--- config.mk ---
export PLATFORM = sky130hd
export DESIGN_NAME = ppm_energy_demod
export DESIGN_NICKNAME = d
export VERILOG_FILES = /design/src/rtl/ppm_demod_pkg.sv /design/src/rtl/ppm_window_slicer.sv /design/src/rtl/ppm_frame_parser.sv /design/src/rtl/ppm_energy_demod.sv
export SDC_FILE = /design/constraint.sdc
export NUM_CORES = 1
export LEC_CHECK = 0
export BUFFER_PORTS_ARGS = -buffer_cell sky130_fd_sc_hd__buf_2
export CAP_MARGIN = 20
export CORE_AREA = 2 2 70 72
export CTS_BUF_LIST = sky130_fd_sc_hd__clkbuf_4 sky130_fd_sc_hd__clkbuf_8
export DETAILED_ROUTE_END_ITERATION = 10
export DIE_AREA = 0 0 72 74
export PLACE_DENSITY_LB_ADDON = 0.15
export REMOVE_ABC_BUFFERS = 1
export SLEW_MARGIN = 20
export SYNTH_ARGS = -nofsm -noshare
export SYNTH_HDL_FRONTEND = slang
export SYNTH_SLANG_ARGS = --single-unit
--- constraint.sdc ---
create_clock -name clk -period 2.32 [get_ports clk]
set_input_delay 0.232 -clock clk [delete_from_list [all_inputs] [get_ports clk]]
set_output_delay 0.232 -clock clk [all_outputs]
set_load 0.01 [all_outputs]
--- src/rtl/ppm_demod_pkg.sv ---
package ppm_demod_pkg;
    localparam int EW     = 4;
    localparam int BW     = 8;
    localparam int SFD_W  = 16;
    localparam logic [SFD_W-1:0] SFD_PAT = 16'b1110_0101_0000_1010;

    typedef enum logic [1:0] {FR_HUNT, FR_LEN, FR_PAY} fr_state_t;

    typedef struct packed {
        logic [BW-1:0] data;
        logic          vld;
        logic          sof;
        logic          eof;
        logic          sfd;
    } fr_out_t;

    // late window must strictly exceed early window; ties give 0
    function automatic logic ppm_decide(input logic [EW-1:0] early,
                                        input logic [EW-1:0] late);
        return late > early;
    endfunction
endpackage

--- src/rtl/ppm_window_slicer.sv ---
module ppm_window_slicer
    import ppm_demod_pkg::*;
(
    input  logic          clk,
    input  logic          rst,
    input  logic          win_stb,
    input  logic          win_late,
    input  logic [EW-1:0] energy,
    output logic          bit_o,
    output logic          bit_vld
);
    logic [EW-1:0] early_q;

    always_ff @(posedge clk) begin
        if (rst) begin
            early_q <= '0;
            bit_o   <= 1'b0;
            bit_vld <= 1'b0;
        end else begin
            bit_vld <= 1'b0;
            if (win_stb && !win_late)
                early_q <= energy;
            if (win_stb && win_late) begin
                bit_o   <= ppm_decide(early_q, energy);
                bit_vld <= 1'b1;
            end
        end
    end
endmodule

--- src/rtl/ppm_frame_parser.sv ---
module ppm_frame_parser
    import ppm_demod_pkg::*;
(
    input  logic    clk,
    input  logic    rst,
    input  logic    lock,
    input  logic    bit_i,
    input  logic    bit_vld,
    output fr_out_t fo
);
    localparam int CW = $clog2(BW);

    fr_state_t        state;
    logic [SFD_W-1:0] hunt_sr;
    logic [BW-1:0]    acc;
    logic [CW-1:0]    bcnt;
    logic [BW-1:0]    remain;
    logic             first;

    logic [SFD_W-1:0] hunt_nxt;
    logic [BW-1:0]    acc_nxt;
    logic             byte_done;

    always_comb begin
        hunt_nxt  = {hunt_sr[SFD_W-2:0], bit_i};
        acc_nxt   = {acc[BW-2:0], bit_i};
        byte_done = (bcnt == CW'(BW-1));
    end

    always_ff @(posedge clk) begin
        if (rst || !lock) begin
            state   <= FR_HUNT;
            hunt_sr <= '0;
            acc     <= '0;
            bcnt    <= '0;
            remain  <= '0;
            first   <= 1'b0;
            fo      <= '0;
        end else begin
            fo.vld <= 1'b0;
            fo.sof <= 1'b0;
            fo.eof <= 1'b0;
            fo.sfd <= 1'b0;
            if (bit_vld) begin
                unique case (state)
                    FR_HUNT: begin
                        if (hunt_nxt == SFD_PAT) begin
                            hunt_sr <= '0;
                            bcnt    <= '0;
                            fo.sfd  <= 1'b1;
                            state   <= FR_LEN;
                        end else begin
                            hunt_sr <= hunt_nxt;
                        end
                    end
                    FR_LEN: begin
                        acc  <= acc_nxt;
                        bcnt <= bcnt + 1'b1;
                        if (byte_done) begin
                            bcnt <= '0;
                            if (acc_nxt == '0) begin
                                fo.eof <= 1'b1;
                                state  <= FR_HUNT;
                            end else begin
                                remain <= acc_nxt;
                                first  <= 1'b1;
                                state  <= FR_PAY;
                            end
                        end
                    end
                    FR_PAY: begin
                        acc  <= acc_nxt;
                        bcnt <= bcnt + 1'b1;
                        if (byte_done) begin
                            bcnt    <= '0;
                            fo.data <= acc_nxt;
                            fo.vld  <= 1'b1;
                            fo.sof  <= first;
                            first   <= 1'b0;
                            remain  <= remain - 1'b1;
                            if (remain == BW'(1)) begin
                                fo.eof <= 1'b1;
                                state  <= FR_HUNT;
                            end
                        end
                    end
                    default: state <= FR_HUNT;
                endcase
            end
        end
    end
endmodule

--- src/rtl/ppm_energy_demod.sv ---
module ppm_energy_demod
    import ppm_demod_pkg::*;
(
    input  logic          clk,
    input  logic          rst,
    input  logic          lock_i,
    input  logic          win_stb_i,
    input  logic          win_late_i,
    input  logic [EW-1:0] energy_i,
    output logic [BW-1:0] byte_o,
    output logic          byte_vld_o,
    output logic          sof_o,
    output logic          eof_o,
    output logic          sfd_hit_o
);
    logic    sym_bit;
    logic    bit_vld;
    fr_out_t fo;

    ppm_window_slicer u_slice (
        .clk      (clk),
        .rst      (rst),
        .win_stb  (win_stb_i),
        .win_late (win_late_i),
        .energy   (energy_i),
        .bit_o    (sym_bit),
        .bit_vld  (bit_vld)
    );

    ppm_frame_parser u_frame (
        .clk     (clk),
        .rst     (rst),
        .lock    (lock_i),
        .bit_i   (sym_bit),
        .bit_vld (bit_vld),
        .fo      (fo)
    );

    assign byte_o     = fo.data;
    assign byte_vld_o = fo.vld;
    assign sof_o      = fo.sof;
    assign eof_o      = fo.eof;
    assign sfd_hit_o  = fo.sfd;
endmodule

* Word-level counts from Yosys, hierarchy flattened *
Index checks and enable logic that the tools add are counted.

operators by class
  add/subtract/negate cells = 2
  $lt $le $gt $ge = 1
  eq/ne operators = 10
  mux-type cells = 25
  bitwise operators = 4
  reductions and logical operators = 20

operator list
  kind                                                                number
  8-bit 2-to-1 mux                                                    3
  16-bit == test, second input constant                               1
  8-bit case mux with 2 select lines                                  1
  15-bit 2-to-1 mux                                                   1
  2-bit 2-to-1 mux                                                    5
  5-bit AND reduction                                                 2
  3-bit 2-to-1 mux                                                    3
  8-bit by 1-bit == test with 1-bit output, second input constant     1
  8-bit logical NOT                                                   1
  1-bit 2-to-1 mux                                                    8
  2-bit by 1-bit != test with 1-bit output, second input constant     4
  8-bit by 1-bit subtractor with 8-bit output, second input constant  1
  2-bit case mux with 3 select lines                                  1
  3-bit case mux with 2 select lines                                  1
  3-bit AND reduction                                                 2
  3-bit OR reduction                                                  2
  4-bit greater-than comparator                                       1
  1-bit inverter                                                      4
  1-bit case mux with 2 select lines                                  2
  2-bit AND reduction                                                 2
  2-bit nonzero test                                                  2
  2-bit OR reduction                                                  2
  4-bit OR reduction                                                  1
  3-bit by 1-bit adder with 3-bit output, second input constant       1
  8 further kinds                                                     10

word-level totals
  register bits = 54
  bits of input ports = 9
  output and inout port bits = 12

* Longest topological paths before layout *
Gate-level depths: netlist of the first run.

  depth after elaboration = 4
  depth in mapped cells = 8
  mapped depth without buffers = 7

* Cells and area by module *
From an unflattened synthesis of the first run, not the netlist that was laid out.

unflattened totals
  cell total of the unflattened synthesis = 296
  area total of the unflattened synthesis = 2499.9 µm²

by module, submodules not included
  module             instances  cells each  area each (µm²)
  ppm_frame_parser   1          259         2183.3
  ppm_window_slicer  1          37          316.6

* Worst setup path after synthesis of the first run *
OpenSTA, ideal clock, no wires.

  path type = flip-flop to flip-flop
  start point = register u_frame.acc[1]
  end point = register u_frame.remain[5]
  library setup time = 0.116 ns
  arrival time = 1.506 ns
  data required time = 2.204 ns
  path slack = 0.698 ns
  cell stages (with the launch flop) = 5
  path through = dfxtp_1 or4_4 o31ai_4 nor3_1 a31o_2

between the ends
  word-level cells in the longest chain between the ends = 3

ends and longest elaborated chain
  item                           RTL line                source
  start, declared                ppm_frame_parser.sv:15  logic [BW-1:0] acc;
  start signal, assigned         ppm_frame_parser.sv:57  acc <= acc_nxt;
  start signal, assigned         ppm_frame_parser.sv:72  acc <= acc_nxt;
  8-bit logical NOT              ppm_frame_parser.sv:61  if (acc_nxt == '0) begin
  2-bit != test (no line)        -
  5-bit AND reduction (no line)  -
  end signal, assigned           ppm_frame_parser.sv:65  remain <= acc_nxt;
  end signal, assigned           ppm_frame_parser.sv:80  remain <= remain - 1'b1;
  end, declared                  ppm_frame_parser.sv:17  logic [BW-1:0] remain;

Every way passes these cells.
A chain may end at the register's enable or synchronous reset.

* Final worst setup path of the first run *
Same ends and word-level chain as after synthesis.

==> results of run 1 <==
flip-flops by register name, summed over array words and instances (netlist names):
name and flops:
u_slice.early_q 4, u_frame.state 2, u_slice.bit_o 1, u_frame.bcnt 3, u_frame.acc 7, u_frame.fo 12, u_frame.first 1, u_frame.hunt_sr 15
u_slice.bit_vld 1, u_frame.remain 8
stage by stage:
stage	total power, mW	utilization	hold WS (ns)
floorplan	0.996	-	0.301
global placement	1.03	0.562	0.441
detailed placement	1.03	0.562	0.446
CTS	1.68	0.587	0.163
global route	1.73	0.587	0.170
finish	1.66	0.587	0.171
layout make-up:
| cell class | instances | area, um2 | area share |
|---|---|---|---|
| flip-flops and latches | 54 | 1080 | 0.400 |
| multi-input cells | 217 | 1240 | 0.459 |
| inverters | 12 | 45.0 | 0.0167 |
| repair buffers | 27 | 153 | 0.0565 |
| clock buffers | 5 | 68.8 | 0.0255 |
| clock inverters | 3 | 47.5 | 0.0176 |
| well taps | 54 | 67.6 | 0.0250 |
worst paths after layout:
path / startpoint / end / slack (ns) / depth (start not counted)
hold / removal: energy_i[3] / u_slice.early_q[3] / 0.17 / 3
setup reg to reg: u_frame.acc[1] / u_frame.remain[5] / 0.54 / 5
hold reg to reg: u_frame.fo[9] / u_frame.fo[9] / 0.46 / 2
setup / recovery: u_frame.acc[1] / u_frame.remain[5] / 0.54 / 5
cell usage after synthesis (4+ instances only):
library cell  instances
o21ai_0               6
o21a_1                5
dfxtp_1              54
nor3_1                4
clkbuf_1             12
ha_1                 12
nor2_1               30
a21oi_1              37
o32ai_1               4
mux2i_1               4
nor2b_1               4
nand2_1              65
inv_1                12
nand3_1               6
a22oi_1               9
power groups by stage:
stage               sequential, mW  clock (mW)  combinational, mW
finish                       0.934       0.656             0.0701
global route                 0.935       0.715             0.0800
CTS                          0.935       0.672             0.0714
detailed placement           0.956           0             0.0711
global placement             0.956           0             0.0705
floorplan                    0.956           0             0.0401
per-layer routing:
metal	wire length, um	global-route usage	part of all wire
met1	2360	0.266	0.47
met3	125	0.0420	0.025
met4	46	0.0671	0.0092
met2	2480	0.329	0.50
met5	0	0	0
cells by family after synthesis:
| kind of cell | share of synthesized area |
|---|---|
| simple gates | 0.242 |
| compound gates | 0.184 |
| flops | 0.444 |
| buf+inv | 0.0468 |
| fa+ha+maj | 0.0617 |
| mux | 0.0211 |
cell usage in the layout, fill, tap and decap left out, types with 5 or more instances in the layout:
cell	netlist	final
clkbuf_8	0	5
nor2_1	30	30
inv_1	12	12
dfxtp_1	54	54
ha_1	12	12
o21ai_0	6	6
o21a_1	5	5
buf_4	1	7
a21oi_1	37	37
nand3_1	6	6
buf_2	1	20
a22oi_1	9	9
nand2_1	65	65
critical path: stages, from the launching register on:
cell and delay, ns:
dfxtp_1 0.36, or4_4 0.57, o31ai_4 0.22, buf_4 0.24, nor3_1 0.07, a31o_2 0.22
==> impl_results.md, run 1 <==
* Largest net degree at the start of global routing at 21
* Root buf cell: clkbuf_8
* Clock Sinks at 54
* Post-synthesis sequential area ratio at 0.444
* Post-CTS setup buffers at 0
* Yosys warnings at 0
* Internal at 1.29 mW
* Drt pass-1 iters at 4
* Flop and latch count out of synthesis at 54
* # rows at 25
* CP Max Fanout at 17
* GP Congestion at 0.869
* Combinational power share at 0.042
* Setup TNS at 0 ns
* Fin. Hold Viols at 0
* Fill count at 437
* CTS tree: built
* HP Class: in2reg
* Non-Filler Instances at 372
* Setup Skew at 0.00656 ns
* Final setup violation count at 0
* Worst EP required at 2.53 ns
* RSZ-0062 raised after global routing: no
* Pleak at 1.02 nW
* I/O pins at 21
* DIE AREA at 5330 um2
* GR Overflow Total at 0
* Antenna cells at 0
* Die Y at 74 um
* Slew @ Worst Pin at 0.605 ns
* Placed inst area at 2580 um2
* # hold bufs at CTS at 0
* Pins Over Slew Limit at 0
* Fin crit share at 0.767
* Run status: completed
* Antenna violations before repair at 0
* Switching pwr at 375 uW
* Post-route setup slack at 0.541 ns
* Mapped Area at 2430 um2
* Antenna viol nets, final at 0
* Crit path DAT at 1.99 ns
* DR WL/cell at 13.5 um
* Number of enable flip-flop cells after synthesis at 0
* Power per cell area at 615 nW/um2
* DP Worst Slack at 0.556 ns
* FFs w/ async S/R, synth at 0
* Post-DP HPWL at 3450 um
* First-pass GRT wire length at 8400 um
* Vias in the first global route at 1,789
* Syn-to-layout area delta at 11.0%
* Routed WL at 5010 um
* Primary FF master, synth: dfxtp_1
* Sw Ratio at 0.226
* Area contributors post-synth: dfxtp_1 (44%), nand2_1 (10%), a21oi_1 (7.6%), ha_1 (6.2%), nor2_1 (4.6%)
* Via density at 5.56
* CTS Buffer Depth at 2
* Core Box Area at 4600 um2
* Post_cts resized at 0
* Share of layout cells above drive strength 1 at 0.126
* Clk_lat worst skew at 0.31 ns
* Worst setup EP type: flop
* CTS Buf Count at 5
* Maximum VDD drop at 0.000381 V
* Fin crit period at 1.78 ns
* Startpoint type of the worst setup path: flop
* Crit path kind: reg2reg
* Chip width at 72 um
* Detailed-route via count at 2,069
* Max Fclk at 0.562 GHz
* Post-route design area at 2700 um2
* Synth cell types at 42
* Residual DRC at 0
* Register clock-pin slew on the reported worst setup and hold paths at 0.11 ns
* Max-slew headroom at 0.595
* Max-cap violations at 0
* Initial Util at 0.529
* H-tree depth reported by CTS at 2
* Register share of total power at 0.563
* Placed insts at 364
* Total track usage at 0.200
* Iteration-0 DRC Markers at 173
* NumNets Final at 338
* IO buf count at 20
* Area fraction of the dominant cell type after synthesis at 0.444
* Synth Instances at 298
* Avg Inst Size Synth at 8.17 um2
* Part of the power in the clock network at 0.395
* Dominant cell type by area after synthesis: dfxtp_1
Power figures use the tool's default switching activity.
==> run 2: changes to the inputs <==
==> constraint.sdc (replaced) <==
create_clock -name clk -period 1.4 [get_ports clk]
set_input_delay 0.14 -clock clk [delete_from_list [all_inputs] [get_ports clk]]
set_output_delay 0.14 -clock clk [all_outputs]
set_load 0.01 [all_outputs]
==> run 2 against run 1 <==
Effect of this change: the flow now finishes with violations (setup timing); clock power is 45% higher; routed wire length is 27% higher; setup slack worse by 0.85 ns; register-to-register slack worse by 0.85 ns; final cell count is 17% higher; non-clock buffer count is 63 higher; first-iteration DRC count is 11% lower; global-route usage is 4.1 points higher.
==> impl_results.md, run 2 (synthesis gave the netlist of run 1 again) <==
* Run status: complete, but fails checks
* Failing checks: setup timing
* RSZ-0062 raised after global routing: yes
* GP Congestion at 0.807 (-7.1%)
* I/O pins at 21 (unchanged)
* Startpoint type of the worst setup path: flop
* GR Overflow Total at 0 (unchanged)
* CP Max Fanout at 13 (-4)
* CTS Buffer Depth at 2 (unchanged)
* Iteration-0 DRC Markers at 154 (-11%)
* Detailed-route via count at 2,392 (+16%)
* Reg2Reg Depth at 6 (+1)
* Worst EP required at 1.63 ns (-0.90 ns)
* Commonest cells after routing, fill and taps aside: nand2_1 (63), buf_4 (55), dfxtp_1 (48)
* Switching pwr at 635 uW (+69%)
* Clk_lat worst skew at 0.32 ns (about the same)
* Max-slew headroom at 0.706 (+0.111)
* Top reg by flops: u_frame.hunt_sr
* Max-cap violations at 0 (unchanged)
* Pleak at 1.37 nW (+35%)
* Worst r2r src: u_frame.acc[6]
* Routed WL at 6340 um (+27%)
* Post-DP HPWL at 3940 um (+14%)
* Clock Sinks at 54 (unchanged)
* RR Endpoint: u_frame.remain[2]
* HP Class: in2reg
* IO buf count at 20 (unchanged)
* Internal at 2.01 mW (+56%)
* Antenna violations before repair at 0 (unchanged)
* Fin util at 0.747 (+0.159)
* Die Y at 74 um (unchanged)
* H-tree depth reported by CTS at 2 (unchanged)
* Initial Util at 0.529 (unchanged)
* Overall power at 2.65 mW (+59%)
* Chip width at 72 um (unchanged)
* Antenna cells at 0 (unchanged)
* Post-route setup slack at -0.306 ns (-0.847 ns)
* Vias in the first global route at 2,188 (+22%)
* Worst setup EP type: flop
* Fin. Hold Viols at 0 (unchanged)
* Most common cell after layout, fill and taps aside: nand2_1
* Drt pass-1 iters at 4 (unchanged)
* Share of layout cells above drive strength 1 at 0.375 (+0.250)
* Combinational power share at 0.056 (+0.014)
* CTS tree: built
* Placed insts at 414 (+14%)
* CP startpoint: u_frame.acc[6]
* Syn-to-layout area delta at 41.1%
* Via density at 5.50 (-1.1%)
* Non-Filler Instances at 435 (+17%)
* Fill count at 326 (-25%)
* Setup Skew at 0.00794 ns (+0.00138 ns)
* Register clock-pin slew on the reported worst setup and hold paths at 0.10 ns (about the same)
* Max Fclk at 0.586 GHz (+4.3%)
* NumNets Final at 401 (+19%)
* Maximum VDD drop at 0.000604 V (+58%)
* Part of the power in the clock network at 0.359 (-0.036)
* Final setup violation count at 21 (+21)
* Biggest regs: u_frame.hunt_sr x15, u_frame.fo x12, u_frame.remain x8
* Total track usage at 0.242 (+0.0415)
* First-pass GRT wire length at 9940 um (+18%)
* R2R Setup Slk at -0.31 ns (-0.85 ns)
* Fin crit period at 1.71 ns (-0.0735 ns)
* Core Box Area at 4600 um2 (unchanged)
* # hold bufs at CTS at 0 (unchanged)
* Crit path kind: reg2reg
* DR WL/cell at 14.6 um (+8.2%)
* Sw Ratio at 0.240 (+0.0139)
* DIE AREA at 5330 um2 (unchanged)
* Max reg flops at 15 (unchanged)
* Crit path DAT at 1.93 ns (-0.06 ns)
* Power per cell area at 770 nW/um2 (+25%)
* Setup crit end: u_frame.remain[2]
* CTS Buf Count at 5 (unchanged)
* Root buf cell: clkbuf_8
* Residual DRC at 0 (unchanged)
* Largest net degree at the start of global routing at 29 (+38%)
* Register share of total power at 0.585 (+0.022)
* Slew @ Worst Pin at 0.440 ns (-0.164 ns)
* # rows at 25 (unchanged)
* Pins Over Slew Limit at 0 (unchanged)
* Fin crit share at 1.22 (+0.452)
* Antenna viol nets, final at 0 (unchanged)
-- run 2: metal layers --
metal  part of all wire  track usage  routed length [um]  vias to the layer above
li1                   -            -                   -                     1193
met1               0.41        0.275                2610                     1126
met2               0.53        0.444                3360                       59
met3              0.035       0.0515                 225                       14
met4              0.024       0.0964                 153                        0
met5                  0            0                   0                        -
-- run 2: power groups by stage --
stage / combinational, mW / sequential [mW] / clock (mW)
floorplan: 0.0665 / 1.58 / 0
global placement: 0.126 / 1.58 / 0
detailed placement: 0.129 / 1.58 / 0
CTS: 0.142 / 1.55 / 0.962
global route: 0.163 / 1.55 / 1.03
finish: 0.147 / 1.55 / 0.950
-- run 2: repair_timing --
action	4_1_cts	5_1_grt
gates resized for setup	40	28
gates cloned	1	0
setup endpoints to repair	38	45
pin swaps	11	10
buffers inserted	8	5
-- run 2: metrics by stage --
step / setup slack, ns / TNS, ns / hold slack [ns] / cell area (um2)
2_1_floorplan: -0.416 / -7.22 / 0.209 / 2360
5_1_grt: -0.357 / -5.10 / 0.0723 / 3430
3_3_place_gp: -0.273 / -4.38 / 0.391 / 3000
6_report: -0.306 / -3.47 / 0.0772 / 3430
4_1_cts: -0.299 / -2.85 / 0.0722 / 3280
3_5_place_dp: -0.289 / -4.93 / 0.394 / 3000
-- run 2: worst min path at each step --
stage           startpoint  slack (ns)  depth (start not counted)                  to
3_3_place_gp   energy_i[1]        0.39                          3  u_slice.early_q[1]
3_5_place_dp   energy_i[1]        0.39                          3  u_slice.early_q[1]
2_1_floorplan          rst        0.21                          1       u_slice.bit_o
4_1_cts        energy_i[3]        0.07                          3  u_slice.early_q[3]
6_report       energy_i[2]        0.08                          3  u_slice.early_q[2]
5_1_grt        energy_i[3]        0.07                          3  u_slice.early_q[3]
-- run 2: area by class of cell --
type,count,area [um2],area share
Clock inverter,2,16.3,0.00474
Multi-Input combinational cell,217,1430,0.415
Clock buffer,6,82.6,0.0241
Inverter,12,45.0,0.0131
Tap cell,54,67.6,0.0197
Timing Repair Buffer,90,708,0.206
Sequential cell,54,1090,0.317
-- run 2: worst max-delay path, cell delays in order, from the launching register on --
cell     delay [ns]
dfxtp_1        0.32
or4_4          0.56
o31ai_4        0.28
buf_12         0.17
buf_4          0.13
a21oi_1        0.04
o32ai_1        0.12
